## src/rtl/pbm_pkg.sv

```systemverilog
package pbm_pkg;

  localparam int WORD_W = 16;
  localparam int NIB_W  = 4;
  localparam int BYTE_W = 8;

  typedef enum logic [2:0] {
    PH_IDLE = 3'd0,
    PH_ADDR = 3'd1,
    PH_DATA = 3'd2,
    PH_HOLD = 3'd3,
    PH_FIN  = 3'd4
  } phase_e;

  typedef enum logic [1:0] {
    BW_NIB  = 2'd0,
    BW_BYTE = 2'd1,
    BW_WORD = 2'd2,
    BW_WALT = 2'd3
  } bus_width_e;

  // index of the final beat for a width code
  function automatic logic [1:0] final_beat(input logic [1:0] w);
    case (w)
      2'd0:    return 2'd3;
      2'd1:    return 2'd1;
      default: return 2'd0;
    endcase
  endfunction

endpackage

```

## src/rtl/pbm_region.sv

```systemverilog
module pbm_region #(
  parameter int AW  = 16,
  parameter int NCS = 2
) (
  input  logic [1:0]    cs_mode_i,
  input  logic          sel_bit_i,
  input  logic [AW-1:0] beat_addr_i,
  output logic          sel_o,
  output logic [NCS-1:0] cs_act_o,
  output logic [AW-1:0] line_o
);

  always_comb begin
    line_o   = beat_addr_i;
    sel_o    = 1'b0;
    cs_act_o = '0;
    unique case (cs_mode_i)
      2'd0: begin
      end
      2'd1: begin
        cs_act_o[0]  = 1'b1;
        line_o[AW-1] = 1'b0;
      end
      default: begin
        sel_o        = sel_bit_i;
        cs_act_o[0]  = ~sel_bit_i;
        cs_act_o[1]  = sel_bit_i;
        line_o[AW-1] = 1'b0;
        line_o[AW-2] = 1'b0;
      end
    endcase
  end

endmodule

```

## src/rtl/pbm_ctrl.sv

```systemverilog
module pbm_ctrl
  import pbm_pkg::*;
#(
  parameter int AW     = 16,
  parameter int WAIT_W = 4
) (
  input  logic              clk_i,
  input  logic              rst_ni,
  input  logic              req_i,
  input  logic              we_i,
  input  logic [AW-1:0]     addr_i,
  input  logic [WORD_W-1:0] wdata_i,
  input  logic [1:0]        width_i,
  input  logic [WAIT_W-1:0] addr_wait_i,
  input  logic [WAIT_W-1:0] data_wait_i,
  input  logic [WORD_W-1:0] pd_i,
  output phase_e            phase_o,
  output logic              rd_o,
  output logic              sel_bit_o,
  output logic [AW-1:0]     beat_addr_o,
  output logic [WORD_W-1:0] beat_data_o,
  output logic              busy_o,
  output logic              done_o,
  output logic [WORD_W-1:0] rdata_o
);

  localparam logic [WAIT_W-1:0] CNT_ONE = WAIT_W'(1);

  phase_e              phase_q, phase_d;
  logic [WAIT_W-1:0]   cnt_q, cnt_d;
  logic [1:0]          beat_q, beat_d;
  logic [1:0]          last_q;
  logic [1:0]          wsel_q;
  logic                rd_q;
  logic [AW-1:0]       base_q;
  logic [WORD_W-1:0]   wdat_q;
  logic [WORD_W-1:0]   rdat_q, rdat_d;
  logic                ld_en;
  logic                samp_en;
  logic [3:0]          shift;
  logic [WORD_W-1:0]   slice_mask;

  assign ld_en   = (phase_q == PH_IDLE) && req_i;
  assign samp_en = (phase_q == PH_DATA) && (cnt_q == '0) && rd_q;

  // next-state logic
  always_comb begin
    phase_d = phase_q;
    cnt_d   = cnt_q;
    beat_d  = beat_q;
    unique case (phase_q)
      PH_IDLE: begin
        if (req_i) begin
          phase_d = PH_ADDR;
          cnt_d   = addr_wait_i;
          beat_d  = 2'd0;
        end
      end
      PH_ADDR: begin
        if (cnt_q == '0) begin
          phase_d = PH_DATA;
          cnt_d   = data_wait_i;
        end else begin
          cnt_d = cnt_q - CNT_ONE;
        end
      end
      PH_DATA: begin
        if (cnt_q == '0) phase_d = PH_HOLD;
        else             cnt_d   = cnt_q - CNT_ONE;
      end
      PH_HOLD: begin
        if (beat_q == last_q) begin
          phase_d = PH_FIN;
        end else begin
          phase_d = PH_ADDR;
          cnt_d   = addr_wait_i;
          beat_d  = beat_q + 2'd1;
        end
      end
      PH_FIN:  phase_d = PH_IDLE;
      default: phase_d = PH_IDLE;
    endcase
  end

  // read assembly: place the sampled slice by beat position
  always_comb begin
    rdat_d = rdat_q;
    unique case (wsel_q)
      2'd0: begin
        unique case (beat_q)
          2'd0: rdat_d[3:0]   = pd_i[3:0];
          2'd1: rdat_d[7:4]   = pd_i[3:0];
          2'd2: rdat_d[11:8]  = pd_i[3:0];
          default: rdat_d[15:12] = pd_i[3:0];
        endcase
      end
      2'd1: begin
        if (beat_q[0]) rdat_d[15:8] = pd_i[7:0];
        else           rdat_d[7:0]  = pd_i[7:0];
      end
      default: rdat_d = pd_i;
    endcase
  end

  // write slice selection
  always_comb begin
    unique case (wsel_q)
      2'd0: begin
        shift      = {beat_q, 2'b00};
        slice_mask = WORD_W'({NIB_W{1'b1}});
      end
      2'd1: begin
        shift      = {beat_q[0], 3'b000};
        slice_mask = WORD_W'({BYTE_W{1'b1}});
      end
      default: begin
        shift      = 4'd0;
        slice_mask = {WORD_W{1'b1}};
      end
    endcase
  end

  // registers
  always_ff @(posedge clk_i or negedge rst_ni) begin
    if (!rst_ni) begin
      phase_q <= PH_IDLE;
      cnt_q   <= '0;
      beat_q  <= '0;
      last_q  <= '0;
      wsel_q  <= '0;
      rd_q    <= 1'b0;
      base_q  <= '0;
      wdat_q  <= '0;
      rdat_q  <= '0;
    end else begin
      phase_q <= phase_d;
      cnt_q   <= cnt_d;
      beat_q  <= beat_d;
      if (ld_en) begin
        base_q <= addr_i;
        wdat_q <= wdata_i;
        rd_q   <= ~we_i;
        wsel_q <= width_i;
        last_q <= final_beat(width_i);
      end
      if (samp_en) rdat_q <= rdat_d;
    end
  end

  assign phase_o     = phase_q;
  assign rd_o        = rd_q;
  assign sel_bit_o   = base_q[AW-2];
  assign beat_addr_o = base_q + AW'(beat_q);
  assign beat_data_o = (wdat_q >> shift) & slice_mask;
  assign busy_o      = (phase_q != PH_IDLE);
  assign done_o      = (phase_q == PH_FIN);
  assign rdata_o     = rdat_q;

endmodule

```

## src/rtl/pbm_pads.sv

```systemverilog
module pbm_pads
  import pbm_pkg::*;
#(
  parameter int AW  = 16,
  parameter int NCS = 2
) (
  input  phase_e            phase_i,
  input  logic              rd_i,
  input  logic              mux_i,
  input  logic              style_i,
  input  logic              strb_pol_i,
  input  logic [NCS-1:0]    cs_pol_i,
  input  logic              ale_pol_i,
  input  logic [NCS-1:0]    cs_act_i,
  input  logic [1:0]        cs_mode_i,
  input  logic [AW-1:0]     line_i,
  input  logic [WORD_W-1:0] beat_data_i,
  output logic [AW-1:0]     addr_o,
  output logic [WORD_W-1:0] pd_o,
  output logic              pd_oe_o,
  output logic [NCS-1:0]    cs_o,
  output logic              rd_o,
  output logic              wr_o,
  output logic              ale_o
);

  logic           in_xfer, in_addr, in_data, in_hold, addr_drv;
  logic [NCS-1:0] cs_on;
  logic           rd_act, wr_act;

  assign in_addr  = (phase_i == PH_ADDR);
  assign in_data  = (phase_i == PH_DATA);
  assign in_hold  = (phase_i == PH_HOLD);
  assign in_xfer  = in_addr | in_data | in_hold;
  assign addr_drv = in_addr & mux_i;
  assign cs_on    = in_xfer ? cs_act_i : '0;

  for (genvar g = 0; g < NCS; g++) begin : g_cs_pin
    assign cs_o[g] = cs_on[g] ^ cs_pol_i[g];
  end

  always_comb begin
    addr_o = line_i;
    if (cs_mode_i != 2'd0) addr_o[AW-1] = cs_o[0];
    if (cs_mode_i[1])      addr_o[AW-2] = cs_o[1];
  end

  always_comb begin
    if (style_i) begin
      rd_act = in_xfer & rd_i;
      wr_act = in_data;
    end else begin
      rd_act = in_data & rd_i;
      wr_act = in_data & ~rd_i;
    end
  end

  assign rd_o    = rd_act ^ strb_pol_i;
  assign wr_o    = wr_act ^ strb_pol_i;
  assign ale_o   = addr_drv ^ ale_pol_i;
  assign pd_oe_o = addr_drv | ((in_data | in_hold) & ~rd_i);
  assign pd_o    = addr_drv ? WORD_W'(addr_o) : beat_data_i;

endmodule

```

## src/rtl/extbus_master.sv

```systemverilog
module extbus_master
  import pbm_pkg::*;
#(
  parameter int AW     = 16,
  parameter int WAIT_W = 4,
  parameter int NCS    = 2
) (
  input  logic                clk_i,
  input  logic                rst_ni,
  input  logic                req_i,
  input  logic                we_i,
  input  logic [AW-1:0]       addr_i,
  input  logic [WORD_W-1:0]   wdata_i,
  input  logic [1:0]          width_i,
  input  logic [1:0]          cs_mode_i,
  input  logic                mux_en_i,
  input  logic [WAIT_W-1:0]   addr_wait_i,
  input  logic [NCS*WAIT_W-1:0] data_wait_i,
  input  logic [NCS-1:0]      strb_style_i,
  input  logic [NCS-1:0]      cs_pol_i,
  input  logic [NCS-1:0]      strb_pol_i,
  input  logic                ale_pol_i,
  output logic                busy_o,
  output logic                done_o,
  output logic [WORD_W-1:0]   rdata_o,
  output logic [AW-1:0]       addr_o,
  output logic [WORD_W-1:0]   pd_o,
  output logic                pd_oe_o,
  input  logic [WORD_W-1:0]   pd_i,
  output logic [NCS-1:0]      cs_o,
  output logic                rd_o,
  output logic                wr_o,
  output logic                ale_o
);

  logic [1:0]        rst_pipe_q;
  logic              rst_n_int;
  phase_e            ph;
  logic              rd_dir;
  logic              sel_bit;
  logic              sel;
  logic [AW-1:0]     beat_addr;
  logic [AW-1:0]     line_addr;
  logic [WORD_W-1:0] beat_data;
  logic [NCS-1:0]    cs_act;
  logic [WAIT_W-1:0] dwait_sel;

  // asynchronous assert, synchronous release
  always_ff @(posedge clk_i or negedge rst_ni) begin
    if (!rst_ni) rst_pipe_q <= '0;
    else         rst_pipe_q <= {rst_pipe_q[0], 1'b1};
  end
  assign rst_n_int = rst_pipe_q[1];

  assign dwait_sel = data_wait_i[sel*WAIT_W +: WAIT_W];

  pbm_ctrl #(.AW(AW), .WAIT_W(WAIT_W)) u_ctrl (
    .clk_i       (clk_i),
    .rst_ni      (rst_n_int),
    .req_i       (req_i),
    .we_i        (we_i),
    .addr_i      (addr_i),
    .wdata_i     (wdata_i),
    .width_i     (width_i),
    .addr_wait_i (addr_wait_i),
    .data_wait_i (dwait_sel),
    .pd_i        (pd_i),
    .phase_o     (ph),
    .rd_o        (rd_dir),
    .sel_bit_o   (sel_bit),
    .beat_addr_o (beat_addr),
    .beat_data_o (beat_data),
    .busy_o      (busy_o),
    .done_o      (done_o),
    .rdata_o     (rdata_o)
  );

  pbm_region #(.AW(AW), .NCS(NCS)) u_region (
    .cs_mode_i   (cs_mode_i),
    .sel_bit_i   (sel_bit),
    .beat_addr_i (beat_addr),
    .sel_o       (sel),
    .cs_act_o    (cs_act),
    .line_o      (line_addr)
  );

  pbm_pads #(.AW(AW), .NCS(NCS)) u_pads (
    .phase_i     (ph),
    .rd_i        (rd_dir),
    .mux_i       (mux_en_i),
    .style_i     (strb_style_i[sel]),
    .strb_pol_i  (strb_pol_i[sel]),
    .cs_pol_i    (cs_pol_i),
    .ale_pol_i   (ale_pol_i),
    .cs_act_i    (cs_act),
    .cs_mode_i   (cs_mode_i),
    .line_i      (line_addr),
    .beat_data_i (beat_data),
    .addr_o      (addr_o),
    .pd_o        (pd_o),
    .pd_oe_o     (pd_oe_o),
    .cs_o        (cs_o),
    .rd_o        (rd_o),
    .wr_o        (wr_o),
    .ale_o       (ale_o)
  );

endmodule

```

## config.mk

```make
export PLATFORM = sky130hd
export DESIGN_NAME = extbus_master
export DESIGN_NICKNAME = d
export VERILOG_FILES = /design/src/rtl/pbm_pkg.sv /design/src/rtl/pbm_region.sv /design/src/rtl/pbm_ctrl.sv /design/src/rtl/pbm_pads.sv /design/src/rtl/extbus_master.sv
export SDC_FILE = /design/constraint.sdc
export NUM_CORES = 1
export LEC_CHECK = 0
export ABC_CLOCK_PERIOD_IN_PS = 4400
export BUFFER_PORTS_ARGS = -buffer_cell sky130_fd_sc_hd__buf_4
export CAP_MARGIN = 30
export CORE_ASPECT_RATIO = 1.5
export CORE_MARGIN = 2
export CORE_UTILIZATION = 40
export CTS_CLUSTER_DIAMETER = 60
export DETAILED_ROUTE_END_ITERATION = 8
export HOLD_SLACK_MARGIN = 0.06
export PLACE_DENSITY = 0.73
export SYNTH_ARGS = -nofsm -noshare
export SYNTH_HDL_FRONTEND = slang
export SYNTH_HIERARCHICAL = 1
export SYNTH_SLANG_ARGS = --single-unit
```

## constraint.sdc

```tcl
create_clock -name clk_i -period 4.4 [get_ports clk_i]
set_input_delay 0.44 -clock clk_i [delete_from_list [all_inputs] [get_ports clk_i]]
set_output_delay 0.44 -clock clk_i [all_outputs]
set_load 0.02 [all_outputs]
```

Word-level counts from Yosys, hierarchy flattened:

Index checks and enable logic that the tools add are counted.

* bits in registers: 64
* latch bits: 0
* bits in writable memories: 0
* memory bits (read-only): 0
* bits of input ports: 76
* output and inout port bits: 56
* memories: 0

* add/sub/neg operators: 3
* multiply operators: 0
* div/mod/pow operators: 0
* magnitude comparators: 1
* eq/ne operators: 21
* shift operators: 2
* multiplexer cells: 37
* bitwise operators: 18
* reduce and logical (&&, ||, !) cells: 22

Operators with widths (number)
* $pmux W16 S2: 2
* $mux W4: 8
* $ne A2 B2 Y1 const B: 10
* $reduce_and A3 Y1: 6
* $add A16 B2 Y16: 1
* $and A16 B16 Y16: 1
* $mux W16: 1
* $mux W8: 2
* $pmux W4 S4: 1
* $shr A16 B4 Y16: 1
* $mux W3: 4
* $pmux W3 S4: 1
* $mux W1: 11
* $eq A2 B1 Y1 const B: 4
* $logic_not A2 Y1: 4
* $pmux W2 S2: 2
* $pmux W4 S2: 1
* $shiftx A8 B4 Y4: 1
* $eq A3 B2 Y1 const B: 2
* $mux W2: 3
* $and A1 B1 Y1: 5
* $xor A1 B1 Y1: 5
* $logic_not A4 Y1: 1
* $or A1 B1 Y1: 4
* other kinds (18): 23

Logic depth before layout (Yosys ltp):

Gate-level depths: netlist (run 1).

* depth after elaboration: 7
* depth in mapped cells: 11

Hierarchy:

The synthesis (run 1) kept the hierarchy.

Modules (own cells, without submodules)
* pbm_ctrl: times used 1, cells an instance 309, area an instance 3532.1 um^2
* pbm_pads: times used 1, cells an instance 61, area an instance 550.5 um^2
* extbus_master: times used 1, cells an instance 10, area an instance 155.1 um^2
* pbm_region: times used 1, cells an instance 20, area an instance 143.9 um^2

Worst setup path after synthesis (run 1):

OpenSTA, ideal clock, no wires.

* path type: register to output
* start: register u_ctrl.beat_q[0]
* end: output pd_o[14]
* data arrival time: 2.169 ns
* required time: 3.960 ns
* slack: 1.791 ns
* stages on the path, launching flop included: 12
* cells stage by stage: dfrtp_1 -> ha_1 -> inv_1 -> fa_1 -> nor2b_1 -> nand3b_1 -> nor2b_1 -> xor2_1 -> and2b_2 -> and2b_1 -> mux2i_1 -> o21ai_1

* longest elaborated chain between the ends: 4

RTL lines
* start: declaration: RTL line pbm_ctrl.sv:31 `logic [1:0] beat_q, beat_d;`
* start signal: assignment: RTL line pbm_ctrl.sv:138 `beat_q <= beat_d;`
* $add A16 B2 Y16: RTL line pbm_ctrl.sv:153 `assign beat_addr_o = base_q + AW'(beat_q);`
* named net beat_addr[14]: RTL line extbus_master.sv:42 `logic [AW-1:0] beat_addr;`
* $mux W1: RTL line pbm_region.sv:17 `unique case (cs_mode_i)`
* named net line_addr[14]: RTL line extbus_master.sv:43 `logic [AW-1:0] line_addr;`
* $mux W1: RTL line pbm_pads.sv:45 `if (cs_mode_i[1]) addr_o[AW-2] = cs_o[1];`
* $mux W16: RTL line pbm_pads.sv:62 `assign pd_o = addr_drv ? WORD_W'(addr_o) : beat_data_i;`
* end: declaration: RTL line extbus_master.sv:27 `output logic [WORD_W-1:0] pd_o,`

The timed path passes the listed nets, and every way through them passes these cells.

Worst setup path after layout (run 1):

Same ends and word-level chain as after synthesis.

==> results of run 1 <==
-- cell usage after synthesis, types with 3 or more instances --
library cell and number:
a31oi_1 5, mux2i_1 9, buf_2 4, or2_2 3, nand2_1 28, inv_1 17, mux2_4 20, nor2_1 17
a22o_1 4, nor2b_1 10, mux2_2 30, nor3_1 5, buf_6 6, xor2_1 11, nand4_1 6, dfrtp_1 64
o21ai_0 16, ha_1 8, a21oi_1 9, mux2_1 24, buf_4 31, and2_1 10, xnor2_1 12
-- metal layers --
layer  track usage, %  part of all wire, %  vias to the layer above  wire, um
met1             23.2                   42                     1604      4410
met4             7.63                  2.7                        0       281
li1                 -                    -                     1566         -
met3             3.19                  4.9                       24       518
met5                0                    0                        -         0
met2             30.2                   51                      110      5320
-- critical path: stages, from the launching register on --
cell and delay, ns:
dfrtp_1 0.61, ha_1 0.25, inv_1 0.06, fa_1 0.40, nor2b_1 0.24, nand3b_1 0.17
nor2b_1 0.16, xor2_1 0.07, and2b_2 0.19, and2b_1 0.15, mux2i_1 0.14, o21ai_1 0.08
buf_4 0.16
-- state kept, by name, indices dropped and copies added (netlist names) --
register and count:
rst_pipe_q 2, u_ctrl/base_q 16, u_ctrl/beat_q 2, u_ctrl/cnt_q 4, u_ctrl/last_q 2, u_ctrl/phase_o 3
u_ctrl/rd_o 1, u_ctrl/rdata_o 16, u_ctrl/wdat_q 16, u_ctrl/wsel_q 2
-- cell type report --
cell class | count | area [um2]
clock inverters | 6 | 35.0
repair buffers | 133 | 1000
well taps | 144 | 180
clock buffers | 10 | 239
flip-flops and latches | 64 | 1600
fillers | 976 | 5160
inverters | 17 | 63.8
multi-input cells | 275 | 2370
-- worst paths after layout --
kind                                      to
setup / recovery                    pd_o[14]
hold / removal                   u_ctrl/rd_o
setup reg to reg           u_ctrl/base_q[14]
hold reg to reg                rst_pipe_q[1]
max in group asynchronous  u_ctrl/rdata_o[0]
min in group asynchronous   u_ctrl/wdat_q[9]
-- through the flow --
step	hold WS [ns]	utilization (%)	instance area (um2)
after detailed placement	0.223	48.9	5210
after global placement	0.223	48.9	5210
after global routing	0.285	51.6	5490
final	0.284	51.6	5490
after CTS	0.278	51.6	5490
after floorplan	0.144	-	4380
-- report_power, final --
part           leakage [nW]  switching [mW]  internal, mW
Sequential            0.761           0.323         0.826
Combinational          1.66            1.02          1.06
Clock                 0.134           0.257         0.392
-- logic make-up (layout without fill, tap and decap cells) --
family,count (synthesis),in the layout,share of synthesized area [%]
compound gates,53,53,7.91
simple gates,102,102,13.7
fa+ha+maj,9,9,2.74
flops,64,64,36.6
xor+xnor,23,23,4.60
buf+inv,61,166,9.39
mux,87,87,25.0
other cells,1,1,0.0856
==> reports/qor.csv, run 1 <==
stage;metric;value;unit
placed_design;place_congestion;0.789;
clock_tree;cts_tree;done;
logic_synthesis;ys_seq_area_share;36.6;%
clock_tree;post_cts_buffers;0;
floorplanning;die_height;132;um
final_layout;fin_cells;649;
worst_setup_path;reg2reg_slack;2.25;ns
placed_design;dp.cells;632;
route;final_antenna_net_count;0;
floorplanning;die_x;89.5;um
power;power;3.88;mW
sta;max_slew_margin;39.8;%
logic_synthesis;syn-num-nets;485;
worst_setup_path;start_kind;register;
clock_tree;cts_buffer_depth;2;
global_route;grt.total_usage;18.3;%
min_path;hp-class;in -> reg;
global_route;grt_pass1_vias;3422;
floorplanning;io-pin-count;132;
sta;setup_violations;0;
placed_design;hpwl;8080;um
logic_synthesis;yosysWarnings;6;
worst_setup_path;worstReg2RegStart;u_ctrl/phase_o[2];
route;first_pass_iters;6;
logic_synthesis;yosysTopAreaCell;dfrtp_1;
final_layout;num-nets-final;585;
final_layout;drive_gt1_share;43.4;%
final_layout;diodes;0;
global_route;antenna_found_initial;0;
placed_design;preCtsSetupSlack;1.31;ns
sta;timing.final.crit_share;78.6;%
logic_synthesis;synth_top_area_share;36.6;%
logic_synthesis;synth.distinct_cells;59;
logic_synthesis;synth_area_leaders;dfrtp_1 (37%), mux2_2 (7.7%), mux2_4 (6.9%), mux2_1 (6.2%), buf_4 (5.3%);
route;via_count;3304;
clock_tree;clk_latency;0.33;ns
route;vias_per_cell;5.09;
min_path;hold_depth;2;
sta;fin_tns_setup;0;ns
clock_tree;clockRootBuffer;clkbuf_16;
sta;rsz0062_at_grt;no;
worst_setup_path;cp-startpoint;u_ctrl/beat_q[0];
clock_tree;clkTransAtPathRegs;0.06;ns
floorplanning;row_count;46;
global_route;grt_max_degree;63;
sta;fmax;289;MHz
worst_setup_path;cp.arrival;3.02;ns
final_layout;final_cell_mix;buf_4 (132), dfrtp_1 (63), mux2_2 (30), nand2_1 (28), mux2_1 (24);
worst_setup_path;worstSetupPathType;reg -> out;
route;drc;0;
final_layout;synthToLayoutAreaGrowth;25.3;%
sta;drv_slew;0;
power;vdd_ir_drop_max;283;uV
logic_synthesis;ys_async_sr_fraction;100;%
global_route;grt_overflow;0;
logic_synthesis;ys_seq_elements;64;
sta;post-route-min-period;3.46;ns
logic_synthesis;synth_edf_count;0;
floorplanning;die_area;0.0118;mm2
worst_setup_path;rr_worst_depth;3;
sta;tightest_slew;0.903;ns
worst_setup_path;end_kind;output port;
worst_setup_path;crit_fanout;14;
global_route;grt_pass1_wl;16900;um
clock_tree;hold_buffers;1;
status;status;completed;
route;avgRoutedWirePerCell;16.2;um
min_path;min_from;we_i;
logic_synthesis;syn-cell-area;0.00438;mm2
clock_tree;clock_sinks;64;
sta;final_hold_viol_count;0;
job;maxCapViolations;0;
clock_tree;cts_resized;0;
route;first_iter_violations;113;
clock_tree;htreeDepth;3;
logic_synthesis;ys.flop_type;dfrtp_1;
floorplanning;start_util;41.2;%
power;power_density;706;mW/mm2
floorplanning;core-area;0.0106;mm2
worst_setup_path;cp.required;3.96;ns
power;p_leak;2.55;nW
sta;final.setup.worst_slack;0.941;ns
clock_tree;cts_buffers;9;
logic_synthesis;postSynthCellCount;400;
final_layout;mostFrequentLayoutCell;buf_4;
sta;finClkSkew;0.00693;ns
route;wirelength;10500;um
placed_design;port_buffers;131;
logic_synthesis;postSynthAreaPerCell;11.0;um2
No activity file was read; power rests on OpenSTA's default activity.
==> run 2, diff against run 1 <==
ABC_CLOCK_PERIOD_IN_PS = 2970   (was 4400)
PLACE_DENSITY = 0.75   (was 0.73)
clock period = 2.97 ns   (was 4.4 ns; I/O delays follow)
==> reports/qor.csv, run 2 (synthesized netlist as in run 1, its figures left out) <==
stage;metric;value;unit;change
sta;tightest_slew;0.826;ns;-0.0767 ns
clock_tree;cts_buffer_depth;2;;unchanged
power;p_leak;2.61;nW;+2.2%
final_layout;multi_input_comb_area;0.00239;mm2;+0.79%
worst_setup_path;worstSetupPathType;reg -> out;;
power;power_frac_seq;26.9;%;-2.7 points
power;vdd_ir_drop_max;375;uV;+33%
worst_setup_path;crit_fanout;4;;-10
placed_design;port_buffers;131;;unchanged
job;maxCapViolations;0;;unchanged
route;final_antenna_net_count;0;;unchanged
clock_tree;clk_latency;0.34;ns;about the same
floorplanning;start_util;41.2;%;unchanged
worst_setup_path;end_kind;output port;;
global_route;antenna_found_initial;0;;unchanged
global_route;grt.total_usage;18.6;%;+0.28 points
final_layout;seqCellArea;0.00160;mm2;about the same
clock_tree;clockRootBuffer;clkbuf_16;;
route;first_pass_iters;4;;-2
final_layout;mostFrequentLayoutCell;buf_4;;
sta;final_hold_viol_count;0;;unchanged
sta;fmax;349;MHz;
power;swShare;40.3;%;-1.0 points
route;avgRoutedWirePerCell;16.5;um;+1.6%
final_layout;diodes;0;;unchanged
floorplanning;io-pin-count;132;;unchanged
final_layout;final_cell_mix;buf_4 (140), dfrtp_1 (62), mux2_2 (30), nand2_1 (28), mux2_1 (24);;
power;p_int;3.57;mW;+57%
floorplanning;die_x;89.5;um;unchanged
worst_setup_path;cp.required;2.67;ns;-1.29 ns
route;vias_per_cell;5.07;;-0.32%
sta;drv_slew;0;;unchanged
worst_setup_path;cp_top_family;simple AND/OR/NAND/NOR gates;;
final_layout;utilization;52.8;%;+1.2 points
sta;post-route-min-period;2.87;ns;
power;power.switching;2.41;mW;+51%
power;power_density;1060;mW/mm2;+51%
power;comb_power_share;54.2;%;+0.6 points
global_route;grt_overflow;0;;unchanged
power;power.share.clock;18.9;%;+2.2 points
power;power;5.98;mW;+54%
final_layout;nFillCells;930;;-4.7%
placed_design;place_congestion;0.842;;+6.7%
floorplanning;die_height;132;um;unchanged
worst_setup_path;cp_num_buf_inv;2;;unchanged
route;drc;0;;unchanged
worst_setup_path;start_kind;register;;
clock_tree;cts_buffers;9;;unchanged
route;first_iter_violations;90;;-20%
sta;finClkSkew;0.00768;ns;+0.000747 ns
floorplanning;core-area;0.0106;mm2;unchanged
worst_setup_path;crit_path_cell_trace;ha_2 > inv_2 > fa_2 > nor2b_4 > nand3b_1 > nor2b_1 > xor2_1 > and2b_2 > and2b_1 > mux2i_1 > o21ai_1 > buf_4;;
global_route;grt_max_degree;47;;-25%
clock_tree;htreeDepth;3;;unchanged
floorplanning;row_count;46;;unchanged
final_layout;num-nets-final;593;;+1.4%
final_layout;drive_gt1_share;45.4;%;+2.1 points
min_path;hp-class;in -> reg;;
route;wirelength;10800;um;+2.8%
sta;timing.final.crit_share;96.6;%;
clock_tree;clkTransAtPathRegs;0.06;ns;about the same
final_layout;synthToLayoutAreaGrowth;28.2;%;
sta;max_slew_margin;44.9;%;+5.1 points
global_route;grt_pass1_vias;3401;;-0.61%
clock_tree;clock_sinks;64;;unchanged
sta;setup_violations;0;;unchanged
floorplanning;die_area;0.0118;mm2;unchanged
sta;rsz0062_at_grt;yes;;
worst_setup_path;max_stage_delay;0.37;ns;-0.24 ns
status;status;completed;;
worst_setup_path;crit_slowest_cell;fa_2;;
global_route;grt_pass1_wl;16800;um;-0.16%
worst_setup_path;cp.arrival;2.57;ns;-0.45 ns
clock_tree;cts_tree;done;;
route;via_count;3334;;+0.91%
placed_design;hpwl;8380;um;+3.7%
==> run 2: changes by cell type in the layout (fill, tap and decap cells not counted), sizes merged <==
cell,before,now
buf,132,140
bufinv,0,2
clkinv,4,2
clkbuf,10,9
clkinvlp,2,3
==> run 2: repair_timing <==
| action | in CTS | in global routing |
|---|---|---|
| resized for setup | 2 | 5 |
| endpoints found under the hold margin | 2 | 0 |
| buffers inserted | 1 | 3 |
| hold buffers | 1 | 0 |
| setup endpoints to repair | 3 | 5 |
==> run 2: stage by stage <==
stage	area (um2)	hold WS (ns)	worst slack [ns]	setup TNS, ns	cells
floorplan	4380	0.00141	0.504	0	400
global placement	5240	0.0797	0.285	0	636
detailed placement	5240	0.0798	0.193	0	636
CTS	5580	0.115	0.00680	0	654
global route	5620	0.125	-0.0337	-0.0337	657
finish	5620	0.126	0.102	0	657
==> run 2: final cells by class <==
| type | count | share of cell area (%) |
|---|---|---|
| Clock buffer | 9 | 4.01 |
| Clock inverter | 7 | 1.71 |
| Inverter | 17 | 1.14 |
| Multi-Input combinational cell | 275 | 42.5 |
| Sequential cell | 64 | 28.6 |
| Tap cell | 144 | 3.21 |
| Timing Repair Buffer | 141 | 18.9 |
==> run 2: per-layer routing <==
| layer | track usage [%] | part of all wire [%] | vias up | wire length, um |
|---|---|---|---|---|
| met5 | 0 | 0 | - | 0 |
| met4 | 9.70 | 3.6 | 0 | 395 |
| met3 | 4.07 | 6.9 | 32 | 749 |
| met2 | 31.5 | 51 | 120 | 5540 |
| met1 | 21.4 | 38 | 1592 | 4140 |
| li1 | - | - | 1590 | - |
==> run 2: worst register-to-register path: cells and delay by family, from the launching register on <==
| family | cells | cell delay (ns) |
|---|---|---|
| flip-flops | 1 | 0.55 |
| multiplexers | 1 | 0.43 |
| AND/OR/NAND/NOR | 2 | 1.05 |
==> run 2: power groups by stage <==
stage               registers [mW]  clock network [mW]  logic (mW)
floorplan                     1.55                   0        2.55
global placement              1.59                   0        3.15
detailed placement            1.62                   0        3.21
CTS                           1.60                1.16        3.24
global route                  1.67                1.19        3.50
finish                        1.61                1.13        3.24
==> run 2: final timing paths <==
| path | endpoint | depth (start not counted) | from | slack, ns |
|---|---|---|---|---|
| min | u_ctrl/rd_o | 2 | we_i | 0.13 |
| max | pd_o[14] | 12 | u_ctrl/beat_q[0] | 0.10 |
| min in group asynchronous | rst_pipe_q[0] | 2 | rst_ni | 0.28 |
| max in group asynchronous | u_ctrl/rdata_o[0] | 1 | rst_pipe_q[1] | 1.84 |
| max reg2reg | u_ctrl/wdat_q[2] | 3 | u_ctrl/phase_o[2] | 0.82 |
| min reg2reg | rst_pipe_q[1] | 0 | rst_pipe_q[0] | 0.35 |
==> run 3, diff against run 2 <==
MAX_ROUTING_LAYER = met4   (was not set)
==> reports/qor.csv, run 3 (synthesized netlist as in run 1, its figures left out) <==
stage;metric;value;unit;change
status;status;completed;;
power;comb_power_share;54.2;%;about the same
clock_tree;clk_latency;0.33;ns;about the same
worst_setup_path;crit_path_cell_trace;ha_2 > inv_2 > fa_2 > nor2b_4 > nand3b_1 > nor2b_1 > xor2_1 > and2b_2 > and2b_1 > mux2i_1 > o21ai_1 > buf_4;;
sta;drv_slew;0;;unchanged
power;power_density;1060;mW/mm2;about the same
worst_setup_path;cp.required;2.67;ns;about the same
final_layout;final_cell_mix;buf_4 (140), dfrtp_1 (62), mux2_2 (30), nand2_1 (28), mux2_1 (24);;
global_route;grt_overflow;0;;unchanged
sta;rsz0062_at_grt;yes;;
worst_setup_path;rr_worst_depth;3;;unchanged
floorplanning;io-pin-count;132;;unchanged
power;power_frac_seq;26.9;%;about the same
route;via_count;3335;;+0.030%
sta;setup_violations;0;;unchanged
route;avgRoutedWirePerCell;16.4;um;-0.22%
placed_design;dp.cells;636;;unchanged
worst_setup_path;crit_slowest_cell;fa_2;;
worst_setup_path;reg2reg_slack;0.82;ns;about the same
min_path;min_from;we_i;;
final_layout;diodes;0;;unchanged
global_route;grt.total_usage;19.2;%;+0.53 points
sta;final.setup.worst_slack;0.102;ns;+0.000937 ns
sta;finClkSkew;0.00623;ns;-0.00144 ns
job;maxCapViolations;0;;unchanged
global_route;grt_max_degree;47;;unchanged
final_layout;utilization;52.8;%;unchanged
worst_setup_path;start_kind;register;;
worst_setup_path;r2r-end;u_ctrl/wdat_q[2];;
clock_tree;cts_tree;done;;
final_layout;mostFrequentLayoutCell;buf_4;;
clock_tree;cts_buffers;9;;unchanged
sta;post-route-min-period;2.87;ns;-0.000937 ns
route;final_antenna_net_count;0;;unchanged
worst_setup_path;max_stage_delay;0.37;ns;about the same
clock_tree;htreeDepth;3;;unchanged
sta;tightest_slew;0.829;ns;+0.00283 ns
clock_tree;cts_buffer_depth;2;;unchanged
clock_tree;clkTransAtPathRegs;0.06;ns;about the same
floorplanning;core-area;0.0106;mm2;unchanged
route;first_iter_violations;97;;+7.8%
power;swShare;40.3;%;about the same
worst_setup_path;end_kind;output port;;
worst_setup_path;worstReg2RegStart;u_ctrl/phase_o[2];;
final_layout;synthToLayoutAreaGrowth;28.2;%;unchanged
power;p_leak;2.61;nW;unchanged
floorplanning;die_height;132;um;unchanged
clock_tree;clockRootBuffer;clkbuf_16;;
sta;final_hold_viol_count;0;;unchanged
floorplanning;die_area;0.0118;mm2;unchanged
sta;fmax;349;MHz;about the same
route;first_pass_iters;4;;unchanged
placed_design;preCtsSetupSlack;0.193;ns;unchanged
placed_design;port_buffers;131;;unchanged
worst_setup_path;worstSetupPathType;reg -> out;;
power;power.switching;2.41;mW;about the same
sta;fin_tns_setup;0;ns;unchanged
placed_design;place_congestion;0.855;;+1.6%
route;vias_per_cell;5.08;;about the same
min_path;hold_depth;2;;unchanged
clock_tree;clock_sinks;64;;unchanged
floorplanning;die_x;89.5;um;unchanged
sta;timing.final.crit_share;96.6;%;about the same
worst_setup_path;crit_fanout;4;;unchanged
min_path;whs_endpoint;u_ctrl/rd_o;;
route;drc;0;;unchanged
min_path;hp-class;in -> reg;;
global_route;grt_pass1_wl;16800;um;about the same
power;power.share.clock;18.9;%;about the same
final_layout;nFillCells;930;;unchanged
sta;timing.hold.ws;0.128;ns;+0.00175 ns
final_layout;fin_cells;657;;unchanged
global_route;grt_pass1_vias;3403;;+0.059%
floorplanning;start_util;41.2;%;unchanged
floorplanning;row_count;46;;unchanged
power;p_int;3.57;mW;about the same
placed_design;hpwl;8380;um;unchanged
worst_setup_path;cp.arrival;2.57;ns;about the same
final_layout;drive_gt1_share;45.4;%;unchanged
power;vdd_ir_drop_max;375;uV;about the same
global_route;antenna_found_initial;0;;unchanged
route;wirelength;10800;um;-0.22%
sta;max_slew_margin;44.7;%;-0.19 points
final_layout;num-nets-final;593;;unchanged
==> run 3: power by group through the flow <==
stage	clock network (mW)	logic (mW)	registers, mW
floorplan	0	2.55	1.55
global placement	0	3.15	1.59
detailed placement	0	3.21	1.62
CTS	1.16	3.24	1.60
global route	1.20	3.50	1.67
finish	1.13	3.24	1.61
==> run 3: how the worst max path moves through the flow <==
stage,depth (start not counted),to,startpoint
floorplan,11,pd_o[14],u_ctrl/beat_q[0]
global placement,11,pd_o[14],u_ctrl/beat_q[1]
detailed placement,11,pd_o[14],u_ctrl/beat_q[1]
CTS,12,pd_o[14],u_ctrl/beat_q[0]
global route,12,pd_o[14],u_ctrl/beat_q[0]
finish,12,pd_o[14],u_ctrl/beat_q[0]
==> run 3: timing repair <==
item	in CTS	in global routing
hold endpoints to repair	2	0
setup endpoints to repair	3	5
resized for setup	2	5
hold buffers	1	0
gates cloned	0	0
setup buffers	1	3
==> run 3: routing by layer <==
metal | track usage (%) | share of wire, %
met5 | - | 0
met4 | 9.70 | 3.6
met3 | 3.26 | 6.1
met2 | 31.5 | 51
met1 | 21.9 | 39
==> run 3: cell type report <==
cell class	count	area [um2]	area share [%]
Multi-Input combinational cell	275	2390	42.5
Clock buffer	9	225	4.01
Sequential cell	64	1600	28.6
Clock inverter	7	96.3	1.71
Inverter	17	63.8	1.14
Tap cell	144	180	3.21
Timing Repair Buffer	141	1060	18.9
==> run 3: worst max-delay path: cells and delay by family, from the launching register on <==
family                     cells  cell delay (ns)
AOI/OAI and AO/OA              1             0.08
and+or+nand+nor                5             0.81
xor gates and xnor gates       1             0.07
DFF                            1             0.36
muxes                          1             0.14
buffers and inverters          2             0.20
adders and majority gates      2             0.57
==> run 3: stage by stage <==
stage | power, mW | instance area [um2]
floorplan | 4.10 | 4380
global placement | 4.74 | 5240
detailed placement | 4.83 | 5240
CTS | 6.00 | 5580
global route | 6.36 | 5620
finish | 5.98 | 5620
